## src/rtl/irq_seq_pkg.sv

```systemverilog
package irq_seq_pkg;

    localparam int PC_W   = 16;
    localparam int BYTE_W = 8;

    typedef enum logic [3:0] {
        ST_IDLE,
        ST_WAKE,
        ST_PUSH_LO,
        ST_PUSH_HI,
        ST_ENT_WAIT,
        ST_VECTOR,
        ST_POP_HI,
        ST_POP_LO,
        ST_RET_WAIT,
        ST_RETURN
    } seq_state_t;

endpackage

```

## src/rtl/irq_pick.sv

```systemverilog
module irq_pick #(
    parameter int N_IRQ = 8,
    parameter int IDX_W = 3
) (
    input  logic [N_IRQ-1:0] req,
    output logic             any,
    output logic [IDX_W-1:0] idx
);

    // lowest index wins: scan downwards so the last hit is the smallest
    always_comb begin
        any = |req;
        idx = '0;
        for (int i = N_IRQ - 1; i >= 0; i--) begin
            if (req[i]) idx = IDX_W'(i);
        end
    end

endmodule

```

## src/rtl/irq_sp_unit.sv

```systemverilog
module irq_sp_unit #(
    parameter int          SP_W   = 16,
    parameter int unsigned SP_RST = 'h04FF
) (
    input  logic            clk,
    input  logic            rst_n,
    input  logic            dec,
    input  logic            inc,
    output logic [SP_W-1:0] sp
);

    always_ff @(posedge clk) begin
        if (!rst_n)   sp <= SP_W'(SP_RST);
        else if (dec) sp <= sp - SP_W'(1);
        else if (inc) sp <= sp + SP_W'(1);
    end

    // one byte moves per cycle, never both directions at once
    assert_sp_single_step_R2: assert property (@(posedge clk) disable iff (!rst_n)
        !(dec && inc))
        else $error("stack pointer asked to move both ways");

endmodule

```

## src/rtl/irq_seq.sv

```systemverilog
module irq_seq
    import irq_seq_pkg::*;
#(
    parameter int          N_IRQ    = 8,
    parameter int          SP_W     = 16,
    parameter int unsigned SP_RST   = 'h04FF,
    parameter int          WAKE_CYC = 4
) (
    input  logic             clk,
    input  logic             rst_n,
    input  logic [N_IRQ-1:0] irq_req,
    input  logic             insn_done,
    input  logic             multi_busy,
    input  logic             op_sei,
    input  logic             op_cli,
    input  logic             op_reti,
    input  logic             sleeping,
    input  logic             wake_ready,
    input  logic [15:0]      pc_next,
    input  logic [7:0]       stk_rdata,
    output logic             gie,
    output logic             core_stall,
    output logic             stk_we,
    output logic             stk_re,
    output logic [SP_W-1:0]  stk_addr,
    output logic [7:0]       stk_wdata,
    output logic [SP_W-1:0]  sp,
    output logic             vec_valid,
    output logic [15:0]      vec_addr,
    output logic             ret_valid,
    output logic [15:0]      ret_pc
);

    localparam int IDX_W = (N_IRQ > 1) ? $clog2(N_IRQ) : 1;
    localparam int CNT_W = (WAKE_CYC > 1) ? $clog2(WAKE_CYC) : 1;

    seq_state_t          state, state_n;
    logic                gie_q;
    logic [IDX_W-1:0]    pick_idx, idx_q;
    logic                pick_any;
    logic [PC_W-1:0]     pc_q;
    logic [CNT_W-1:0]    wcnt;
    logic [BYTE_W-1:0]   hi_q, lo_q;
    logic                sp_dec, sp_inc;

    logic idle, bnd, take_bnd, take_wake, accept, start_ret;

    irq_pick #(.N_IRQ(N_IRQ), .IDX_W(IDX_W)) u_pick (
        .req (irq_req),
        .any (pick_any),
        .idx (pick_idx)
    );

    irq_sp_unit #(.SP_W(SP_W), .SP_RST(SP_RST)) u_sp (
        .clk   (clk),
        .rst_n (rst_n),
        .dec   (sp_dec),
        .inc   (sp_inc),
        .sp    (sp)
    );

    assign idle      = (state == ST_IDLE);
    assign bnd       = insn_done & ~multi_busy;
    assign take_bnd  = bnd & ~op_cli & ~op_sei & ~op_reti;
    assign take_wake = sleeping & wake_ready;
    assign accept    = idle & gie_q & pick_any & (take_bnd | take_wake);
    assign start_ret = idle & bnd & op_reti;

    // next-state
    always_comb begin
        state_n = state;
        unique case (state)
            ST_IDLE: begin
                if (accept)         state_n = take_bnd ? ST_PUSH_LO : ST_WAKE;
                else if (start_ret) state_n = ST_POP_HI;
            end
            ST_WAKE:     if (wcnt == CNT_W'(WAKE_CYC - 1)) state_n = ST_PUSH_LO;
            ST_PUSH_LO:  state_n = ST_PUSH_HI;
            ST_PUSH_HI:  state_n = ST_ENT_WAIT;
            ST_ENT_WAIT: state_n = ST_VECTOR;
            ST_VECTOR:   state_n = ST_IDLE;
            ST_POP_HI:   state_n = ST_POP_LO;
            ST_POP_LO:   state_n = ST_RET_WAIT;
            ST_RET_WAIT: state_n = ST_RETURN;
            ST_RETURN:   state_n = ST_IDLE;
            default:     state_n = ST_IDLE;
        endcase
    end

    // state register
    always_ff @(posedge clk) begin
        if (!rst_n) state <= ST_IDLE;
        else        state <= state_n;
    end

    // sequencing data: enable bit, captured vector, return address, counters
    always_ff @(posedge clk) begin
        if (!rst_n) begin
            gie_q <= 1'b0;
            idx_q <= '0;
            pc_q  <= '0;
            wcnt  <= '0;
            hi_q  <= '0;
            lo_q  <= '0;
        end else begin
            if (accept)                          gie_q <= 1'b0;
            else if (state == ST_RETURN)         gie_q <= 1'b1;
            else if (idle && bnd && op_cli)      gie_q <= 1'b0;
            else if (idle && bnd && op_sei)      gie_q <= 1'b1;

            if (accept) begin
                idx_q <= pick_idx;
                pc_q  <= pc_next;
                wcnt  <= '0;
            end else if (state == ST_WAKE) begin
                wcnt  <= wcnt + CNT_W'(1);
            end

            if (state == ST_POP_HI) hi_q <= stk_rdata;
            if (state == ST_POP_LO) lo_q <= stk_rdata;
        end
    end

    // outputs
    always_comb begin
        stk_we    = 1'b0;
        stk_re    = 1'b0;
        stk_addr  = sp;
        stk_wdata = '0;
        vec_valid = 1'b0;
        ret_valid = 1'b0;
        sp_dec    = 1'b0;
        sp_inc    = 1'b0;
        unique case (state)
            ST_PUSH_LO: begin
                stk_we    = 1'b1;
                stk_wdata = pc_q[7:0];
                sp_dec    = 1'b1;
            end
            ST_PUSH_HI: begin
                stk_we    = 1'b1;
                stk_wdata = pc_q[15:8];
                sp_dec    = 1'b1;
            end
            ST_VECTOR:  vec_valid = 1'b1;
            ST_POP_HI, ST_POP_LO: begin
                stk_re   = 1'b1;
                stk_addr = sp + SP_W'(1);
                sp_inc   = 1'b1;
            end
            ST_RETURN:  ret_valid = 1'b1;
            default: ;
        endcase
    end

    assign gie        = gie_q;
    assign core_stall = ~idle;
    assign vec_addr   = {{(PC_W - IDX_W - 1){1'b0}}, idx_q, 1'b0};
    assign ret_pc     = {hi_q, lo_q};

    // the vector appears three cycles after the first push
    assert_entry_length_R1: assert property (@(posedge clk) disable iff (!rst_n)
        vec_valid |-> ($past(stk_we, 3) && $past(core_stall, 3)))
        else $error("vector not four cycles into entry");

    // second push lands one byte below the first
    assert_push_slope_R2: assert property (@(posedge clk) disable iff (!rst_n)
        (state == ST_PUSH_HI) |-> ($past(stk_we) && stk_addr == $past(stk_addr) - SP_W'(1)))
        else $error("push addresses not descending");

    // each write leaves the pointer one lower
    assert_sp_after_push_R2: assert property (@(posedge clk) disable iff (!rst_n)
        stk_we |=> (sp == $past(sp) - SP_W'(1)))
        else $error("stack pointer not decremented by a push");

    // return completion re-enables interrupts
    assert_return_enables_R4: assert property (@(posedge clk) disable iff (!rst_n)
        ret_valid |=> gie)
        else $error("enable bit not set after return");

    // a busy multi-cycle instruction is never interrupted
    assert_busy_blocks_R5: assert property (@(posedge clk) disable iff (!rst_n)
        (idle && multi_busy && !sleeping) |=> !core_stall)
        else $error("entry started during multi-cycle instruction");

    // disable wins a same-cycle race
    assert_disable_wins_R6: assert property (@(posedge clk) disable iff (!rst_n)
        (idle && insn_done && op_cli && !sleeping) |=> (!core_stall && !gie))
        else $error("entry taken on a disable boundary");

    // the enable instruction's own boundary never enters
    assert_enable_late_R7: assert property (@(posedge clk) disable iff (!rst_n)
        (idle && insn_done && op_sei && !sleeping) |=> !core_stall)
        else $error("entry taken right after enable");

    // enable bit is low when the vector is handed out
    assert_entry_masks_R9: assert property (@(posedge clk) disable iff (!rst_n)
        vec_valid |-> !gie)
        else $error("enable bit still set at vector");

endmodule

```

## config.mk

```make
export PLATFORM = sky130hd
export DESIGN_NAME = irq_seq
export DESIGN_NICKNAME = d
export VERILOG_FILES = /design/src/rtl/irq_seq_pkg.sv /design/src/rtl/irq_pick.sv /design/src/rtl/irq_sp_unit.sv /design/src/rtl/irq_seq.sv
export SDC_FILE = /design/constraint.sdc
export NUM_CORES = 1
export LEC_CHECK = 0
export ABC_AREA = 1
export BUFFER_PORTS_ARGS = -buffer_cell sky130_fd_sc_hd__buf_2
export CELL_PAD_IN_SITES_DETAIL_PLACEMENT = 1
export CELL_PAD_IN_SITES_GLOBAL_PLACEMENT = 1
export CORE_UTILIZATION = 35
export DETAILED_ROUTE_END_ITERATION = 10
export PLACE_DENSITY_LB_ADDON = 0.05
export SLEW_MARGIN = 0
export SYNTH_ARGS = -nofsm -noshare
export SYNTH_HDL_FRONTEND = slang
export SYNTH_SLANG_ARGS = --single-unit
```

## constraint.sdc

```tcl
create_clock -name clk -period 2.3 [get_ports clk]
set_input_delay 0.115 -clock clk [delete_from_list [all_inputs] [get_ports clk]]
set_output_delay 0.115 -clock clk [all_outputs]
set_load 0.05 [all_outputs]
```

==> key figures, run 1 <==
Clock tree
  • CTS buffer count: 9
  • H-tree levels: 3
  • CTS tree: built
  • CTS root buf: clkbuf_8
  • Number of clock sinks: 58
  • Worst-path clk slew: 0.07 ns
  • Post-CTS Setup Bufs: 0
  • Clk buf depth: 2
  • Worst skew pair latency: 0.34 ns

Yosys
  • Yosys top cell area share: 33.08%
  • Post-synthesis sequential area ratio: 33.08%
  • Fraction of registers with async set/reset: 0%
  • Synthesized cell area: 3510 um^2
  • Yosys cell types: 36
  • Number of synthesized register bits: 58
  • Ranking of synthesized cells by area: dfxtp_1, nor2_1, nand2_1
  • Synth area leader: dfxtp_1
  • Top FF cell, synth: dfxtp_1
  • Cells after Synth: 553
  • Mean post-synth cell area: 6.347 um^2
  • Ys Warns: 0
  • Post-synth EDFFs: 0

Setup path
  • Worst EP required: 2.18 ns
  • Crit path from: u_sp.sp[4]
  • Worst path top cell family by delay: simple AND/OR/NAND/NOR gates
  • CP Buf/Inv Count: 2
  • Max stage delay on crit path: 0.50 ns
  • Critical-path top delay cell: dfxtp_1
  • CP max FO: 8
  • Worst setup EP type: output port
  • Crit start category: register
  • Worst r2r src: state[2]
  • Crit path kind: register to output port
  • Worst path cell trace: nand2_1, nor2_2, nand2_1, o21ai_0, nand3_1, o21ai_0, inv_1, buf_2
  • CP arrival: 1.99 ns

Finish
  • Cell Count, Final, Fillers Out: 795
  • Register Area: 1165 um^2
  • Fill cells: 1,381
  • Share of cells above drive strength 1: 24.77%
  • # diodes: 0
  • Layout area overhead: 23.35%
  • Area taken by multi-input logic gates: 1988 um^2
  • Design Area, Final: 4329 um^2
  • # nets final: 701
  • Fin util: 44.50%

Global routing
  • Largest net degree at the start of global routing: 47
  • Initial antenna violation count: 0
  • Vias in the first global route: 3,799
  • Total GRT Usage: 22.26%
  • Grt ovf: 0
  • First-pass GRT wire length: 17,860 um

Placed design
  • Placed cell count: 778
  • PortBufs: 105
  • Placed standard-cell area: 4114 um^2
  • Gpl congestion: 0.8981
  • Placement Setup Slack: 0.4144 ns
  • Post-DP HPWL: 8228 um

Drt
  • # DRC: 0
  • Routed len/inst: 13.66 um
  • Vias: 3,892
  • Drt via density: 4.896
  • Routed wire length: 10,860 um
  • Post-route ant nets: 0
  • DRT iter0 DRCs: 87
  • Drt pass-1 iters: 4

STA
  • Max Slew Vio Count: 0
  • Total Neg Setup Slack: 0 ns
  • Fmax: 0.4756 GHz
  • Min cycle time layout: 2.103 ns
  • Hold Fails Final Rpt: 0
  • Clk_skew: 0.01250 ns
  • Final setup viols: 0
  • Fin crit share: 91.41%
  • Worst Setup Slack, final: 0.1975 ns

Die
  • Std-Cell Rows: 36
  • Die Area: 10,430 um^2
  • Core region area: 9729 um^2
  • Die H: 102.1 um
  • Die span in x: 102.1 um
  • Io pins: 119
  • Initial core utilization: 36.07%

Run status
  • Status: finished, final reports clean

Power and ir drop
  • Worst VDD drop: 632.1 uV
  • Leakage power: 2.089 nW
  • P per Cell Area: 1260 nW/um^2

Min path
  • Worst Hold Class: input port to register
  • Min-delay src: pc_next[4]

Run
  • Max_cap viols: 0
## cell families (layout without fill, tap and decap cells)
group	after synthesis	after routing	synth area share (%)
flops	58	58	33.08
compound gates	93	93	14.37
xor+xnor	7	7	1.747
simple gates	299	299	37.26
other cells	1	13	0.1068
buf+inv	92	189	12.37
fa+ha+maj	3	3	1.070
## Yosys cell counts, types with 5 or more instances
cell type,count
clkbuf_1,9
nor3_1,6
nand3_1,47
buf_4,15
a21oi_1,22
o21ai_0,40
o21a_1,5
nand2_1,106
nor2_1,111
xor2_1,6
inv_1,46
buf_2,7
o21ai_1,18
dfxtp_1,58
inv_2,9
nand4_1,12
## metrics by stage
step / power, mW / hold WS [ns]
floorplan: 3.836 / 0.2616
global placement: 4.512 / 0.3482
detailed placement: 4.572 / 0.3567
CTS: 5.435 / 0.001518
global route: 5.890 / 0.03451
finish: 5.453 / 0.01616
## cell type report
type	instances	area share, %
Clock buffer	10	2.948
Clock inverter	6	0.9827
Inverter	57	4.942
Multi-Input combinational cell	415	45.92
Sequential cell	58	26.91
Tap cell	133	3.844
Timing Repair Buffer	116	14.45
## path summary, 6_finish.rpt
kind	end	slack, ns	cells after the start
hold / removal	pc_q[4]	0.02	3
hold reg to reg	pc_q[2]	0.46	2
setup reg to reg	u_sp.sp[8]	0.57	9
setup / recovery	stk_addr[9]	0.20	8
## repair_timing
| action | CTS | global route |
|---|---|---|
| setup endpoints to repair | 0 | 8 |
| hold buffers | 1 | 0 |
| hold endpoints to repair | 1 | 0 |
| resized for setup | 0 | 13 |
## flip-flops by register name, summed over array words and instances (netlist names)
signal / flops
gie: 1
hi_q: 8
idx_q: 3
state: 4
u_sp.sp: 16
lo_q: 8
pc_q: 16
wcnt: 2
## worst register-to-register path: cells and delay by family, from the launching register on
family | cells | cell delay [ns]
AND/OR/NAND/NOR | 7 | 0.87
flip-flops | 1 | 0.49
buffers and inverters | 2 | 0.25
## routing by layer
metal	up-vias	wire, um	global-route usage (%)
li1	1972	-	-
met1	1816	4916	27.00
met2	93	5377	40.37
met3	11	435	2.804
met4	0	133	7.582
met5	-	0	0
## where the power goes
| part | total (mW) | leakage, nW | switching [mW] | internal, mW |
|---|---|---|---|---|
| Sequential | 1.44 | 0.469 | 0.267 | 1.17 |
| Combinational | 3.17 | 1.54 | 2.33 | 0.836 |
| Clock | 0.847 | 0.0827 | 0.454 | 0.392 |
## layout by cell type, fill, tap and decap left out, types with 4 or more instances in the layout
cell	netlist	routed
a21oi_1	22	22
buf_2	7	104
buf_4	15	10
clkbuf_8	0	9
conb_1	1	13
dfxtp_1	58	55
inv_1	46	46
inv_2	9	9
nand2_1	106	105
nand2_2	3	4
nand3_1	47	47
nand4_1	12	12
nor2_1	111	107
nor2_2	4	7
nor2_4	4	5
nor3_1	6	5
o211ai_1	4	4
o21a_1	5	5
o21ai_0	40	40
o21ai_1	18	18
xor2_1	6	6
No activity file was read; power rests on OpenSTA's default activity.
==> run 2, diff against run 1 <==
Clock period 2.3 ns to 2.7 ns, I/O delays scaled along.
==> key figures, run 2 (synthesis gave the netlist of run 1 again) <==
Global routing
  • Grt ovf: 0 (unchanged)
  • Largest net degree at the start of global routing: 39 (was 47)
  • Total GRT Usage: 22.26% (about the same)
  • First-pass GRT wire length: 18,110 um (was 17,860 um)
  • Vias in the first global route: 3,831 (was 3,799)
  • Initial antenna violation count: 0 (unchanged)

Finish
  • Design Area, Final: 4275 um^2 (was 4329 um^2)
  • Fill cells: 1,370 (was 1,381)
  • Cell Count, Final, Fillers Out: 788 (was 795)
  • Leading cell type in the layout, fill and taps excluded: nor2_1 (unchanged)
  • Layout area overhead: 21.82% (was 23.35%)
  • # nets final: 694 (was 701)
  • Top flop regs: pc_q: 16 flops, u_sp.sp: 16 flops (unchanged)
  • Share of cells above drive strength 1: 22.75% (was 24.77%)
  • Most frequent cells in the layout: nor2_1, nand2_1, buf_2 (unchanged)
  • Register Area: 1161 um^2 (was 1165 um^2)
  • Area taken by multi-input logic gates: 1959 um^2 (was 1988 um^2)
  • # diodes: 0 (unchanged)

STA
  • Fmax: 0.4186 GHz
  • Final setup viols: 0 (unchanged)
  • Clk_skew: 0.01378 ns (was 0.01250 ns)
  • Unrepaired setup endpoints after global routing: false
  • Fin crit share: 88.48%
  • Min cycle time layout: 2.389 ns
  • Worst Setup Slack, final: 0.3111 ns (was 0.1975 ns)
  • Total Neg Setup Slack: 0 ns (unchanged)
  • Max Slew Vio Count: 0 (unchanged)
  • Hold Fails Final Rpt: 0 (unchanged)

Placed design
  • Placed standard-cell area: 4056 um^2 (was 4114 um^2)
  • Placement Setup Slack: 0.6423 ns (was 0.4144 ns)
  • Placed cell count: 772 (was 778)
  • Post-DP HPWL: 8326 um (was 8228 um)
  • Gpl congestion: 0.8363 (was 0.8981)
  • PortBufs: 105 (unchanged)

Power and ir drop
  • Leakage power: 2.070 nW (was 2.089 nW)
  • Worst VDD drop: 523.0 uV (was 632.1 uV)
  • Total Power: 4.760 mW (was 5.453 mW)
  • P per Cell Area: 1113 nW/um^2 (was 1260 nW/um^2)

Setup path
  • CP arrival: 2.25 ns (was 1.99 ns)
  • Worst setup EP type: output port (unchanged)
  • Crit path kind: register to output port (unchanged)
  • CP max FO: 5 (was 8)
  • Worst r2r src: state[2] (unchanged)
  • Crit start category: register (unchanged)
  • Crit path from: u_sp.sp[0] (was u_sp.sp[4])
  • Worst EP required: 2.57 ns (was 2.18 ns)
  • Worst reg-to-reg path cell count: 9 (unchanged)

Min path
  • Min-delay src: pc_next[9] (was pc_next[4])
  • Hold Path Stages: 3 (unchanged)
  • Worst Hold Class: input port to register (unchanged)

Run status
  • Violated checks: DRC
  • Status: complete, but fails checks (was finished, final reports clean)

Clock tree
  • Cts hold-fix bufs: 0 (was 1)
  • Number of clock sinks: 58 (unchanged)
  • Post-CTS Setup Bufs: 0 (unchanged)
  • Worst-path clk slew: 0.07 ns (about the same)
  • Worst skew pair latency: 0.34 ns (about the same)
  • CTS root buf: clkbuf_8 (unchanged)
  • Post_cts resized: 0 (unchanged)
  • H-tree levels: 3 (unchanged)
  • CTS buffer count: 9 (unchanged)
  • CTS tree: built (unchanged)
  • Clk buf depth: 2 (unchanged)

Die
  • Std-Cell Rows: 36 (unchanged)
  • Die Area: 10,430 um^2 (unchanged)
  • Core region area: 9729 um^2 (unchanged)
  • Initial core utilization: 36.07% (unchanged)
  • Die H: 102.1 um (unchanged)
  • Die span in x: 102.1 um (unchanged)
  • Io pins: 119 (unchanged)

Drt
  • # DRC: 1 (was 0)
  • DRT iter0 DRCs: 77 (was 87)
  • Routed len/inst: 14.01 um (was 13.66 um)
  • Drt via density: 4.891 (was 4.896)
  • Routed wire length: 11,040 um (was 10,860 um)
  • Vias: 3,854 (was 3,892)
  • Drt pass-1 iters: 7 (was 4)
  • Post-route ant nets: 0 (unchanged)

Run
  • Max_cap viols: 0 (unchanged)
run 2: cell types whose count changed in the layout (fill, tap and decap cells not counted), moves of 2 or more:
cell       previous run  this run
dfxtp_1              55        58
nor2_1              107       111
buf_4                10         4
bufinv_16             0         2
nor2_2                7         4
dfxtp_2               3         0
run 2: layer usage:
| layer | track usage [%] | up-vias | part of all wire, % |
|---|---|---|---|
| met2 | 39.91 | 81 | 49 |
| met4 | 7.802 | 0 | 1.4 |
| met3 | 3.488 | 10 | 3.0 |
| met5 | 0 | - | 0 |
| li1 | - | 1951 | - |
| met1 | 26.88 | 1812 | 46 |
run 2: worst paths after layout:
kind                                      to  slack [ns]
worst min-delay path                 pc_q[9]        0.04
worst max register to register    u_sp.sp[8]        0.82
worst min register to register      idx_q[0]        0.46
worst max-delay path            stk_addr[10]        0.31
run 2: worst max-delay path, cell delays in order, from the launching register on:
cell	delay (ns)
dfxtp_1	0.45
ha_1	0.22
nand2_1	0.09
nor2_1	0.30
inv_1	0.10
nor2_1	0.15
nand3_1	0.12
nand2_1	0.09
nand2_1	0.04
o21ai_0	0.07
buf_2	0.29
run 2: stage by stage:
stage                     utilization [%]  hold WS, ns
after global routing                43.94      0.04219
after floorplan                         -       0.2816
after global placement              41.69       0.3681
after CTS                           43.94      0.03113
final                               43.94      0.04232
after detailed placement            41.69       0.3823
run 2: layout make-up:
class | instances | area share [%]
inverter | 57 | 5.004
timing repair buffer | 109 | 12.99
clock buffer | 11 | 3.307
multi-input combinational | 415 | 45.83
clock inverter | 5 | 1.814
tap | 133 | 3.892
sequential | 58 | 27.16
run 2: power breakdown:
part | internal, mW | leakage (nW) | switching (mW) | total (mW)
clock | 0.542 | 0.109 | 0.373 | 0.916
combinational | 0.645 | 1.49 | 1.97 | 2.62
sequential | 0.992 | 0.470 | 0.236 | 1.23
==> run 3, diff against run 2 <==
Settings changed: CORE_UTILIZATION 35 to 34, RECOVER_POWER from default to 100.
Clock period 2.7 ns to 2.6 ns, I/O delays scaled along.
==> key figures, run 3 (synthesis gave the netlist of run 1 again) <==
STA
  • Normalized max-slew margin: 42.03%
  • Unrepaired setup endpoints after global routing: false (unchanged)
  • Clk_skew: 0.01368 ns (was 0.01378 ns)
  • Max Slew Vio Count: 0 (unchanged)
  • Final setup viols: 0 (unchanged)
  • Min cycle time layout: 2.369 ns
  • Total Neg Setup Slack: 0 ns (unchanged)
  • Worst Setup Slack, final: 0.2309 ns (was 0.3111 ns)
  • Measured slew at the worst slew-check pin: 0.8695 ns
  • Hold Fails Final Rpt: 0 (unchanged)
  • Fin crit share: 91.12%
  • Fmax: 0.4221 GHz

Setup path
  • CP Buf/Inv Count: 2 (unchanged)
  • Crit path kind: register to output port (unchanged)
  • Critical-path top delay cell: dfxtp_1 (unchanged)
  • Worst path top cell family by delay: simple AND/OR/NAND/NOR gates (unchanged)
  • Crit start category: register (unchanged)
  • CP max FO: 20 (was 5)
  • CP arrival: 2.24 ns (was 2.25 ns)
  • Worst EP required: 2.47 ns (was 2.57 ns)
  • Max stage delay on crit path: 0.49 ns (was 0.45 ns)
  • Worst setup EP type: output port (unchanged)
  • Worst path cell trace: nand2_2, nor2_4, buf_4, nand3_1, o21ai_0, clkbuf_2 (was ha_1, nand2_1, nor2_1, inv_1, nor2_1, nand3_1, nand2_1, nand2_1, o21ai_0, buf_2)

Die
  • Initial core utilization: 35.42% (was 36.07%)
  • Io pins: 119 (unchanged)
  • Die span in x: 103.6 um (was 102.1 um)
  • Die H: 103.6 um (was 102.1 um)
  • Die Area: 10,730 um^2 (was 10,430 um^2)
  • Std-Cell Rows: 36 (unchanged)
  • Core region area: 9910 um^2 (was 9729 um^2)

Power and ir drop
  • P_int: 2.079 mW (was 2.180 mW)
  • Leakage power: 1.901 nW (was 2.070 nW)
  • Comb power frac: 54.9% (was 55.0%)
  • Clock power share: 18.1% (was 19.2%)
  • Sw frac: 56.14% (was 54.21%)
  • Seq pwr share: 27.0% (was 25.8%)
  • P_sw: 2.661 mW (was 2.580 mW)
  • P per Cell Area: 1141 nW/um^2 (was 1113 nW/um^2)
  • Worst VDD drop: 492.8 uV (was 523.0 uV)

Finish
  • Leading cell type in the layout, fill and taps excluded: nor2_1 (unchanged)
  • Layout area overhead: 18.36% (was 21.82%)
  • Most frequent cells in the layout: nor2_1, nand2_1, dfxtp_1 (was nor2_1, nand2_1, buf_2)
  • Fill cells: 1,375 (was 1,370)
  • # diodes: 0 (unchanged)
  • # nets final: 693 (was 694)
  • Share of cells above drive strength 1: 14.53% (was 22.75%)
  • Top flop regs: pc_q: 16 flops, u_sp.sp: 16 flops (unchanged)

Drt
  • Routed len/inst: 14.13 um (was 14.01 um)
  • Drt via density: 4.872 (was 4.891)
  • DRT iter0 DRCs: 110 (was 77)
  • # DRC: 0 (was 1)
  • Vias: 3,834 (was 3,854)
  • Routed wire length: 11,120 um (was 11,040 um)
  • Drt pass-1 iters: 4 (was 7)
  • Post-route ant nets: 0 (unchanged)

Global routing
  • Total GRT Usage: 21.55% (was 22.26%)
  • First-pass GRT wire length: 18,520 um (was 18,110 um)
  • Grt ovf: 0 (unchanged)
  • Initial antenna violation count: 0 (unchanged)
  • Largest net degree at the start of global routing: 47 (was 39)
  • Vias in the first global route: 3,770 (was 3,831)

Clock tree
  • CTS tree: built (unchanged)
  • Number of clock sinks: 58 (unchanged)
  • Worst skew pair latency: 0.35 ns (was 0.34 ns)
  • Post-CTS Setup Bufs: 0 (unchanged)
  • Clk buf depth: 2 (unchanged)
  • Post_cts resized: 0 (unchanged)
  • H-tree levels: 3 (unchanged)
  • CTS buffer count: 9 (unchanged)
  • Worst-path clk slew: 0.08 ns (was 0.07 ns)
  • CTS root buf: clkbuf_8 (unchanged)
  • Cts hold-fix bufs: 0 (unchanged)

Min path
  • Worst Hold Class: input port to register (unchanged)

Run status
  • Status: finished, final reports clean (was complete, but fails checks)

Run
  • Max_cap viols: 0 (unchanged)

Placed design
  • Gpl congestion: 0.8218 (was 0.8363)
  • Placement Setup Slack: 0.6069 ns (was 0.6423 ns)
  • PortBufs: 105 (unchanged)
  • Post-DP HPWL: 8373 um (was 8326 um)
[run 3: cell count changes in the layout (fill, tap and decap cells not counted), sizes merged]
cell | before | now
buf | 109 | 43
clkinvlp | 1 | 2
bufinv | 2 | 1
clkbuf | 11 | 75
clkinv | 4 | 5
[run 3: power by group through the flow]
| stage | Clock [mW] | Combinational, mW | Sequential [mW] |
|---|---|---|---|
| CTS | 0.887 | 2.71 | 1.28 |
| floorplan | 0 | 1.87 | 1.52 |
| global placement | 0 | 2.66 | 1.29 |
| global route | 0.923 | 2.88 | 1.31 |
| finish | 0.859 | 2.60 | 1.28 |
| detailed placement | 0 | 2.70 | 1.30 |
[run 3: path summary, 6_finish.rpt]
check / from / end / slack [ns] / depth (start not counted)
max: state[2] / stk_addr[2] / 0.23 / 6
min: pc_next[7] / pc_q[7] / 0.01 / 3
max reg2reg: state[2] / state[1] / 0.47 / 8
min reg2reg: pc_q[2] / pc_q[2] / 0.46 / 2
[run 3: final cells by class]
type                       count  area [um^2]  share of cell area (%)
clock buffer                  10        127.6                   3.072
multi-input combinational    415         1924                   46.33
clock inverter                 6        67.56                   1.627
tap                          133        166.4                   4.006
sequential                    58         1161                   27.95
timing repair buffer         108        493.0                   11.87
inverter                      57        214.0                   5.151
[run 3: metal layers]
| metal | vias up | GRT usage [%] | share of wire, % |
|---|---|---|---|
| met2 | 75 | 38.02 | 48 |
| met3 | 12 | 3.147 | 3.1 |
| met5 | - | 0 | 0 |
| li1 | 1947 | - | - |
| met4 | 0 | 7.660 | 1.6 |
| met1 | 1800 | 26.53 | 47 |
[run 3: worst reg2reg max path: stages (launching register included)]
cell	delay, ns
dfxtp_1	0.49
nor2_8	0.13
nand2_1	0.16
nor2_1	0.08
nand3_1	0.10
clkbuf_1	0.66
nand3_1	0.20
nand3_1	0.15
nor2_1	0.04
[run 3: metrics by stage]
step / instances / hold slack, ns / total power, mW / util [%] / instance area (um^2)
2_1_floorplan: 565 / 0.2766 / 3.393 / - / 3555
3_3_place_gp: 771 / 0.3644 / 3.947 / 40.86 / 4049
3_5_place_dp: 771 / 0.3713 / 3.991 / 40.86 / 4049
4_1_cts: 787 / 0.0005589 / 4.870 / 42.83 / 4244
5_1_grt: 787 / 0.008468 / 5.107 / 41.92 / 4154
6_report: 787 / 0.01035 / 4.740 / 41.92 / 4154
